## config.mk

```make
export PLATFORM = sky130hd
export DESIGN_NAME = serial_rx
export DESIGN_NICKNAME = d
export VERILOG_FILES = /design/src/rtl/serial_rx_pkg.sv /design/src/rtl/serial_rx_fsm.sv /design/src/rtl/serial_rx_hold.sv /design/src/rtl/serial_rx_brk.sv /design/src/rtl/serial_rx.sv
export SDC_FILE = /design/constraint.sdc
export NUM_CORES = 1
export LEC_CHECK = 0
export BUFFER_PORTS_ARGS = -buffer_cell sky130_fd_sc_hd__clkbuf_2
export CAP_MARGIN = 20
export CORE_MARGIN = 2
export CORE_UTILIZATION = 60
export CTS_CLUSTER_DIAMETER = 30
export CTS_CLUSTER_SIZE = 25
export DETAILED_ROUTE_END_ITERATION = 10
export PLACE_DENSITY = 0.77
export SLEW_MARGIN = 40
export SYNTH_ARGS = -nofsm -noshare
export SYNTH_HDL_FRONTEND = slang
export SYNTH_HIERARCHICAL = 1
export SYNTH_SLANG_ARGS = --single-unit
```

## constraint.sdc

```tcl
create_clock -name clk -period 4.3 [get_ports clk]
set_input_delay 0 -clock clk [delete_from_list [all_inputs] [get_ports clk]]
set_output_delay 0 -clock clk [all_outputs]
set_load 0.05 [all_outputs]
```

## src/rtl/serial_rx_pkg.sv

```systemverilog
package serial_rx_pkg;

    // Receive framing states
    typedef enum logic [2:0] {
        S_ARM,
        S_HUNT,
        S_START,
        S_DATA,
        S_PAR,
        S_STOP
    } rx_state_e;

    // Holding register occupancy
    typedef enum logic {
        H_EMPTY,
        H_FULL
    } hold_state_e;

    // Line condition seen by the break detector
    typedef enum logic {
        L_CLEAR,
        L_BREAK
    } line_state_e;

    localparam logic [1:0] RATE_1X  = 2'b00;
    localparam logic [1:0] RATE_MID = 2'b01;

endpackage

```

## src/rtl/serial_rx_fsm.sv

```systemverilog
module serial_rx_fsm
    import serial_rx_pkg::*;
#(
    parameter int DATA_W = 8,
    parameter int TPB_W  = 7,
    parameter int CNT_W  = 6,
    parameter int LEN_W  = 4
) (
    input  logic              clk,
    input  logic              rst,
    input  logic              tick,
    input  logic              rxd,
    input  logic [TPB_W-1:0]  tpb,
    input  logic [LEN_W-1:0]  char_len,
    input  logic              par_en,
    input  logic              par_even,
    output logic              xfer,
    output logic [DATA_W-1:0] char_val,
    output logic              perr,
    output logic              ferr
);

    rx_state_e         state_q;
    rx_state_e         state_d;
    logic [CNT_W-1:0]  cnt_q;
    logic [LEN_W-1:0]  nbits_q;
    logic [DATA_W-1:0] shreg_q;
    logic              acc_q;
    logic              pbad_q;
    logic              prev_q;

    logic              one_x;
    logic [CNT_W-1:0]  full_ld;
    logic [CNT_W-1:0]  half_ld;
    logic              at_centre;
    logic              edge_seen;
    logic              last_data;

    assign one_x     = (tpb == TPB_W'(1));
    assign full_ld   = CNT_W'(tpb - TPB_W'(1));
    assign half_ld   = CNT_W'((tpb >> 1) - TPB_W'(1));
    assign at_centre = tick && (cnt_q == '0);
    assign edge_seen = tick && prev_q && !rxd;
    assign last_data = (nbits_q == (char_len - LEN_W'(1)));

    // State register
    always_ff @(posedge clk) begin
        if (rst) begin
            state_q <= S_ARM;
        end else begin
            state_q <= state_d;
        end
    end

    // Next-state decision
    always_comb begin
        state_d = state_q;
        unique case (state_q)
            S_ARM:   if (tick && rxd) state_d = S_HUNT;
            S_HUNT:  if (edge_seen)   state_d = one_x ? S_DATA : S_START;
            S_START: if (at_centre)   state_d = rxd ? S_HUNT : S_DATA;
            S_DATA:  if (at_centre && last_data) state_d = par_en ? S_PAR : S_STOP;
            S_PAR:   if (at_centre)   state_d = S_STOP;
            S_STOP:  if (at_centre)   state_d = S_HUNT;
            default: state_d = S_ARM;
        endcase
    end

    // Bit timing and character assembly
    always_ff @(posedge clk) begin
        if (rst) begin
            prev_q  <= 1'b1;
            cnt_q   <= '0;
            nbits_q <= '0;
            shreg_q <= '0;
            acc_q   <= 1'b0;
            pbad_q  <= 1'b0;
        end else if (tick) begin
            prev_q <= rxd;
            cnt_q  <= (cnt_q == '0) ? full_ld : cnt_q - CNT_W'(1);
            unique case (state_q)
                S_HUNT: begin
                    if (edge_seen) begin
                        cnt_q   <= one_x ? '0 : half_ld;
                        nbits_q <= '0;
                        acc_q   <= 1'b0;
                        pbad_q  <= 1'b0;
                    end
                end
                S_DATA: begin
                    if (at_centre) begin
                        shreg_q <= {rxd, shreg_q[DATA_W-1:1]};
                        acc_q   <= acc_q ^ rxd;
                        nbits_q <= nbits_q + LEN_W'(1);
                    end
                end
                S_PAR: begin
                    if (at_centre) pbad_q <= acc_q ^ rxd ^ !par_even;
                end
                default: ;
            endcase
        end
    end

    // Outputs toward the holding register
    always_comb begin
        xfer     = (state_q == S_STOP) && at_centre;
        char_val = shreg_q >> (DATA_W - int'(char_len));
        perr     = par_en && pbad_q;
        ferr     = !rxd;
    end


    arm_once_chk: assert property (@(posedge clk) disable iff (rst)
        (state_q != S_ARM) |=> (state_q != S_ARM));


    start_abort_chk: assert property (@(posedge clk) disable iff (rst)
        (state_q == S_START && at_centre && rxd) |=> (state_q == S_HUNT && !xfer));

endmodule

```

## src/rtl/serial_rx_hold.sv

```systemverilog
module serial_rx_hold
    import serial_rx_pkg::*;
#(
    parameter int DATA_W = 8
) (
    input  logic              clk,
    input  logic              rst,
    input  logic              rx_en,
    input  logic              rd_stb,
    input  logic              err_clr,
    input  logic              xfer,
    input  logic [DATA_W-1:0] char_val,
    input  logic              perr,
    input  logic              ferr,
    output logic [DATA_W-1:0] rx_data,
    output logic              rx_ready,
    output logic              par_err,
    output logic              frm_err,
    output logic              ovr_err
);

    hold_state_e       hst_q;
    hold_state_e       hst_d;
    logic [DATA_W-1:0] data_q;
    logic              pe_q;
    logic              fe_q;
    logic              oe_q;
    logic              take;

    assign take = rx_en && xfer;

    always_ff @(posedge clk) begin
        if (rst) begin
            hst_q <= H_EMPTY;
        end else begin
            hst_q <= hst_d;
        end
    end

    always_comb begin
        hst_d = hst_q;
        unique case (hst_q)
            H_EMPTY: if (take) hst_d = H_FULL;
            H_FULL:  if (!rx_en || (rd_stb && !xfer)) hst_d = H_EMPTY;
            default: hst_d = H_EMPTY;
        endcase
    end

    always_ff @(posedge clk) begin
        if (rst) begin
            data_q <= '0;
            pe_q   <= 1'b0;
            fe_q   <= 1'b0;
            oe_q   <= 1'b0;
        end else begin
            if (take) data_q <= char_val;
            pe_q <= (pe_q && !err_clr) || (take && perr);
            fe_q <= (fe_q && !err_clr) || (take && ferr);
            oe_q <= (oe_q && !err_clr) || (take && (hst_q == H_FULL));
        end
    end

    always_comb begin
        rx_data  = data_q;
        rx_ready = (hst_q == H_FULL);
        par_err  = pe_q;
        frm_err  = fe_q;
        ovr_err  = oe_q;
    end


    ready_gate_chk: assert property (@(posedge clk) disable iff (rst)
        !rx_en |=> !rx_ready);


    overrun_set_chk: assert property (@(posedge clk) disable iff (rst)
        (take && rx_ready) |=> (ovr_err && rx_ready));


    frame_flag_chk: assert property (@(posedge clk) disable iff (rst)
        (take && ferr) |=> frm_err);


    sticky_ovr_chk: assert property (@(posedge clk) disable iff (rst)
        (ovr_err && !err_clr) |=> ovr_err);

endmodule

```

## src/rtl/serial_rx_brk.sv

```systemverilog
module serial_rx_brk
    import serial_rx_pkg::*;
#(
    parameter int BRK_W = 11
) (
    input  logic             clk,
    input  logic             rst,
    input  logic             tick,
    input  logic             rxd,
    input  logic [BRK_W-1:0] brk_thr,
    output logic             brk_det
);

    localparam logic [BRK_W-1:0] LOW_SAT = '1;

    line_state_e      lst_q;
    line_state_e      lst_d;
    logic [BRK_W-1:0] low_q;
    logic [BRK_W:0]   low_next;

    assign low_next = {1'b0, low_q} + (BRK_W+1)'(1);

    always_ff @(posedge clk) begin
        if (rst) begin
            lst_q <= L_CLEAR;
        end else begin
            lst_q <= lst_d;
        end
    end

    always_comb begin
        lst_d = lst_q;
        unique case (lst_q)
            L_CLEAR: if (tick && !rxd && (low_next >= {1'b0, brk_thr})) lst_d = L_BREAK;
            L_BREAK: if (tick && rxd) lst_d = L_CLEAR;
            default: lst_d = L_CLEAR;
        endcase
    end

    always_ff @(posedge clk) begin
        if (rst) begin
            low_q <= '0;
        end else if (tick) begin
            if (rxd) begin
                low_q <= '0;
            end else if (low_q != LOW_SAT) begin
                low_q <= low_q + BRK_W'(1);
            end
        end
    end

    assign brk_det = (lst_q == L_BREAK);


    brk_release_chk: assert property (@(posedge clk) disable iff (rst)
        (tick && rxd) |=> !brk_det);


    brk_hold_chk: assert property (@(posedge clk) disable iff (rst)
        (brk_det && !(tick && rxd)) |=> brk_det);

endmodule

```

## src/rtl/serial_rx.sv

```systemverilog
module serial_rx
    import serial_rx_pkg::*;
#(
    parameter int DATA_W  = 8,
    parameter int MIN_LEN = 5,
    parameter int OS_MID  = 16,
    parameter int OS_HI   = 64
) (
    input  logic              clk,
    input  logic              rst,
    input  logic              samp_tick,
    input  logic [1:0]        rate_sel,
    input  logic [1:0]        len_sel,
    input  logic              par_en,
    input  logic              par_even,
    input  logic              rx_en,
    input  logic              rxd,
    input  logic              rd_stb,
    input  logic              err_clr,
    output logic [DATA_W-1:0] rx_data,
    output logic              rx_ready,
    output logic              par_err,
    output logic              frm_err,
    output logic              ovr_err,
    output logic              brk_det
);

    localparam int TPB_W   = $clog2(OS_HI + 1);
    localparam int CNT_W   = $clog2(OS_HI);
    localparam int LEN_W   = $clog2(DATA_W + 1);
    localparam int BRK_MAX = 2 * (DATA_W + 3) * OS_HI;
    localparam int BRK_W   = $clog2(BRK_MAX + 1);

    logic [TPB_W-1:0]  tpb;
    logic [LEN_W-1:0]  char_len;
    logic [BRK_W-1:0]  brk_thr;
    logic              xfer;
    logic [DATA_W-1:0] char_val;
    logic              perr;
    logic              ferr;

    always_comb begin
        unique case (rate_sel)
            RATE_1X:  tpb = TPB_W'(1);
            RATE_MID: tpb = TPB_W'(OS_MID);
            default:  tpb = TPB_W'(OS_HI);
        endcase
    end

    assign char_len = LEN_W'(MIN_LEN) + LEN_W'(len_sel);
    assign brk_thr  = BRK_W'(2) * (BRK_W'(2) + BRK_W'(char_len) + BRK_W'(par_en)) * BRK_W'(tpb);

    serial_rx_fsm #(
        .DATA_W (DATA_W),
        .TPB_W  (TPB_W),
        .CNT_W  (CNT_W),
        .LEN_W  (LEN_W)
    ) u_fsm (
        .clk      (clk),
        .rst      (rst),
        .tick     (samp_tick),
        .rxd      (rxd),
        .tpb      (tpb),
        .char_len (char_len),
        .par_en   (par_en),
        .par_even (par_even),
        .xfer     (xfer),
        .char_val (char_val),
        .perr     (perr),
        .ferr     (ferr)
    );

    serial_rx_hold #(
        .DATA_W (DATA_W)
    ) u_hold (
        .clk      (clk),
        .rst      (rst),
        .rx_en    (rx_en),
        .rd_stb   (rd_stb),
        .err_clr  (err_clr),
        .xfer     (xfer),
        .char_val (char_val),
        .perr     (perr),
        .ferr     (ferr),
        .rx_data  (rx_data),
        .rx_ready (rx_ready),
        .par_err  (par_err),
        .frm_err  (frm_err),
        .ovr_err  (ovr_err)
    );

    serial_rx_brk #(
        .BRK_W (BRK_W)
    ) u_brk (
        .clk     (clk),
        .rst     (rst),
        .tick    (samp_tick),
        .rxd     (rxd),
        .brk_thr (brk_thr),
        .brk_det (brk_det)
    );

endmodule

```

# == After elaboration in Yosys (flattened, before gate mapping) ==
# Cells that the tools add are included.
# totals
register_bits,48
output_inout_bits,13
elab_cells,116
# classes
magnitude_cmp,1
shifts,1
muxes,31
n_mul,1
eq_ne,16
n_addsub,11
n_bitwise,4
n_reduce_logical,37
# op_table
cell,n
$shr A8 B32 Y8,1
$mux W6,4
$mux W11,2
$mux W3,6
$pmux W3 S6,1
$sub A6 B1 Y6 const B,3
$logic_and A1 B1 Y1,17
$ne A2 B1 Y1 const B,7
$pmux W7 S2,1
$add A11 B1 Y12 const B,1
$ge A12 B11 Y1,1
$add A11 B1 Y11 const B,1
$ne A11 B11 Y1 const B,1
$mul A6 B7 Y10,1
$mux W1,9
$mux W4,2
$pmux W1 S2,4
$pmux W4 S2,1
$reduce_and A4 Y1,2
$eq A7 B1 Y1 const B,1
$add A5 B1 Y6,1
$eq A3 B2 Y1 const B,2
$eq A3 B3 Y1 const B,2
$logic_not A6 Y1,1
other kinds (19),30

# == Longest topological paths before layout ==
# logic_depth
depth_word,8
depth_mapped,17
ltp_nobuf,17

# == Modules after synthesis ==
# The synthesis kept the hierarchy.
# modules_own_cells
module,instances,cells_each,area_each_um2
serial_rx_fsm,1,231,1843.0
serial_rx_brk,1,105,880.8
serial_rx_hold,1,53,538.0
serial_rx,1,39,302.8

# == Worst setup path after synthesis ==
# No wires, ideal clock.
# synth_timing
kind,input-to-reg
start,in len_sel[0]
end,"reg u_brk.lst_q, in the netlist u_brk/brk_det"
t_required_ns,4.221
path_stages,16
setup_ns,0.079
setup_slack_ns,1.222
t_arrival_ns,2.999
cell_sequence,inv_1 -> ha_1 -> inv_1 -> ha_1 -> nor2b_1 -> ha_1 -> ha_1 -> ha_1 -> xnor2_1 -> xnor2_1 -> inv_1 -> ha_1 -> nand3_1 -> or4_1 -> or3_1 -> o211ai_1
# synth_between
elab_chain_cells,8
# synth_lines
item,line,text
from (decl),serial_rx.sv:13,"input logic [1:0] len_sel,"
$add A3 B2 Y4,serial_rx.sv:50,assign char_len = LEN_W'(MIN_LEN) + LEN_W'(len_sel);
net char_len[1],serial_rx.sv:35,logic [LEN_W-1:0] char_len;
$add A2 B4 Y5,serial_rx.sv:51,assign brk_thr = BRK_W'(2) * (BRK_W'(2) + BRK_W'(char_len) + BRK_W'(par_en)) * BRK_W'(tpb);
$add A5 B1 Y6,serial_rx.sv:51,
$mul A6 B7 Y10,serial_rx.sv:51,
net brk_thr[10],serial_rx.sv:36,logic [BRK_W-1:0] brk_thr;
$ge A12 B11 Y1,serial_rx_brk.sv:34,"L_CLEAR: if (tick && !rxd && (low_next >= {1'b0, brk_thr})) lst_d = L_BREAK;"
$logic_and A1 B1 Y1,serial_rx_brk.sv:34,
$mux W1,serial_rx_brk.sv:34,
$pmux W1 S2,serial_rx_brk.sv:33,unique case (lst_q)
to (signal assigned),serial_rx_brk.sv:27,lst_q <= lst_d;
to (decl),serial_rx_brk.sv:16,line_state_e lst_q;
# The timed path passes the listed nets, and every way through them passes these cells.
# A chain may end at the register's enable or synchronous reset.

# == Final worst setup path ==
# Same ends and word-level chain as after synthesis.

==> reports/summary.txt <==
remaining antenna violation count: 0
leftover overflow at the end of global routing: 0
die area: 0.00657 mm2
Antenna diodes: 0
Residual DRC: 0
std cell rows: 28
Final Util: 67.3%
leakage component of the power: 1.58 nW
routed wire length per instance: 14.4 um
R2R cell count: 10
top area cells in the synthesized netlist: dfxtp_1 (27%), ha_1 (8.8%), mux2i_1 (4.2%)
placeable core region: 0.00582 mm2
worst reg2reg endpoint: u_brk/brk_det
max cap viols: 0
first-iteration detailed-routing DRC count: 160
synthesized area per cell: 8.33 um2
final count of negative-setup-slack endpoints: 0
sequential fraction of the synthesis area: 27.0%
detailed-route vias per instance: 5.78
top cells by count, synth: dfxtp_1 (48), nor2_1 (38), ha_1 (25)
number of enable-type register cells in the synthesized netlist: 0
Worst Path Arrival: 3.66 ns
Max-slew headroom: 46.6%
Initial Utilization: 61.3%
Min Hold Slack: 0.0325 ns
Setup crit end kind: register
cell type of the slowest stage on the worst timing path: or4_1
final max-slew violation count: 0
top cell type's share of synthesized area: 27.0%
number of nets in the layout: 501
Unique masters post-synth: 60
width of the die: 81.1 um
type of the worst min-delay path: input pin to register
dpl hpwl: 5600 um
Final Worst Setup Slack: 0.866 ns
via count of the first global-routing pass: 2757
Syn-to-layout area delta: 9.76%
worst setup timing slack at the placement stage: 0.649 ns
Worst Clk Skew: 0.00450 ns
post-CTS resize count: 0
number of cells after detailed placement: 530
number of non-filler instances in the completed layout: 538
total detailed-routing wirelength: 7730 um
RSZ-0062 raised after global routing: no
Critical Path Most Common Cell: ha_1
time the worst path needs with I/O delays and setup: 3.43 ns
worst-case vdd ir drop: 0.000157 V
end point of the critical path: u_brk/brk_det
first-pass iteration count of the detailed router: 5
Via Count: 3112
largest fanout of any net on the critical path: 12
Num CTS Buffers: 5
weighted congestion reported at the end of routability-driven placement: 0.838
number of antenna violations at the first check in global routing: 0
result of the run: finished clean
number of synthesized register bits: 48
crit path launch: len_sel[0]
Clock Tree Buf Depth: 2
highest clock rate: 291 MHz
sequence of cells on the critical path: clkbuf_2 -> inv_1 -> ha_1 -> inv_1 -> ha_1 -> xnor2_1 -> nor2_1 -> ha_1 -> ha_1 -> ha_1 -> xnor2_1 -> xnor2_1 -> inv_1 -> ha_1 -> nand3_1 -> or4_1 -> or3_1 -> o211ai_1
global-route wire length before repair: 12800 um
TritonCTS clock tree: yes
Ys Warns: 6
transition time at the pin with the least slew margin: 0.794 ns
clock edge transition at the registers on the reported setup and hold paths: 0.09 ns
cell taking the most area after synthesis: dfxtp_1
Die Ht: 81.1 um
count of buffers from port buffering: 25
worst stage delay on the critical path: 0.49 ns
cell with the most instances after synthesis: dfxtp_1
fraction of final layout cells sized beyond drive strength 1: 13.0%
worst reg-to-reg setup slack: 1.48 ns
clock insertion delay at the later pin of the skew report: 0.30 ns
ratio of total power to cell area: 276 mW/mm2
number of hold-slack violations in the final timing report: 0
Worst R2R Start: u_brk/low_q[0]
required time reported for the critical path endpoint: 4.53 ns
start-to-end type of the worst setup path: input pin to register
crit share post-route: 79.9%
fraction of registers with async set/reset: 0%
Netlist Area Pre-Place: 0.00356 mm2
htree depth: 2
total negative slack for setup checks: 0 ns
Cells after Synth: 428
Overall Global Routing Usage: 24.6%
prevailing post-synth register cell: dfxtp_1
clock root buffer: clkbuf_8
Top-Level Pins: 26
TritonCTS Sinks: 48
category of the worst setup path launch point: input pin
largest net degree at the start of global routing: 28
-- cell families (layout without fill, tap and decap cells) --
logic type      after synthesis  count (layout)  synth area share (%)
mux                          16              16                  4.84
flops                        48              48                  27.0
xor+xnor                     31              31                  7.62
simple gates                167             167                  26.0
other cells                   1              20                 0.105
compound gates               98              98                  20.0
fa+ha+maj                    25              25                  8.78
buf+inv                      42              58                  5.69
-- layout by cell type (no fill, tap or decap), drive strengths merged, types with 7 or more instances in the layout --
cell and instances:
nand3 25, and2 7, inv 23, dfxtp 48, nor3 15, nand2b 18
a21bo 8, clkbuf 30, a21oi 29, a31oi 7, nor2b 7, o21ai 18
xor2 14, nor2 39, nand2 25, xnor2 17, mux2i 15, conb 20
ha 25
-- routing by layer --
metal	wire [um]	vias up	part of all wire, %	GRT usage, %
met5	0	-	0	0
met4	87	0	1.1	7.29
met3	280	10	3.6	3.22
met2	3750	76	49	42.8
met1	3610	1446	47	31.7
li1	-	1580	-	-
-- registers in the layout, indices dropped and copies added, names as in the netlist --
signal           cells
u_brk/brk_det        1
u_brk/low_q         11
u_fsm/acc_q          1
u_fsm/cnt_q          6
u_fsm/nbits_q        4
u_fsm/pbad_q         1
u_fsm/prev_q         1
u_fsm/shreg_q        8
u_fsm/state_q        3
u_hold/frm_err       1
u_hold/ovr_err       1
u_hold/par_err       1
u_hold/rx_data       8
u_hold/rx_ready      1
-- worst max-delay path: cells and delay by family --
kind | cells | cell delay (ns)
buffers and inverters | 4 | 0.60
adder cells (fa/ha/maj) | 6 | 1.44
AND/OR/NAND/NOR | 4 | 0.99
XOR/XNOR | 3 | 0.54
AO/OA/AOI/OAI | 1 | 0.09
-- how the worst min path moves through the flow --
| stage | cells after the start | slack [ns] | to | startpoint |
|---|---|---|---|---|
| 3_5_place_dp | 3 | 0.30 | u_hold/ovr_err | err_clr |
| 2_1_floorplan | 1 | 0.06 | u_hold/rx_data[4] | rst |
| 6_report | 3 | 0.03 | u_hold/rx_ready | rd_stb |
| 3_3_place_gp | 3 | 0.29 | u_hold/frm_err | err_clr |
| 4_1_cts | 3 | 0.03 | u_hold/rx_ready | rd_stb |
| 5_1_grt | 3 | 0.04 | u_hold/rx_ready | rd_stb |
-- report_power, final --
| part | internal [W] | leakage (nW) | switching (W) |
|---|---|---|---|
| Clock | 0.000229 | 0.0642 | 0.000150 |
| Combinational | 0.0000917 | 1.13 | 0.000140 |
| Sequential | 0.000454 | 0.389 | 0.0000144 |
| Total | 0.000775 | 1.58 | 0.000304 |
-- area by class of cell --
class | count | area, um2
clock buffer | 5 | 68.8
fill | 501 | 1900
multi-input combinational | 357 | 2470
timing repair buffer | 28 | 170
inverter | 23 | 86.3
sequential | 48 | 961
tap | 75 | 93.8
clock inverter | 2 | 60.1
-- metrics by stage --
| stage | area [um2] | power [W] |
|---|---|---|
| 3_5_place_dp | 3770 | 0.000704 |
| 5_1_grt | 3910 | 0.00113 |
| 6_report | 3910 | 0.00108 |
| 2_1_floorplan | 3640 | 0.000662 |
| 3_3_place_gp | 3750 | 0.000695 |
| 4_1_cts | 3910 | 0.00109 |
-- repair_timing --
item | 4_1_cts | 5_1_grt
hold buffers | 1 | 0
setup buffers | 0 | 0
endpoints found under the hold margin | 3 | 0
Power figures use the tool's default switching activity.
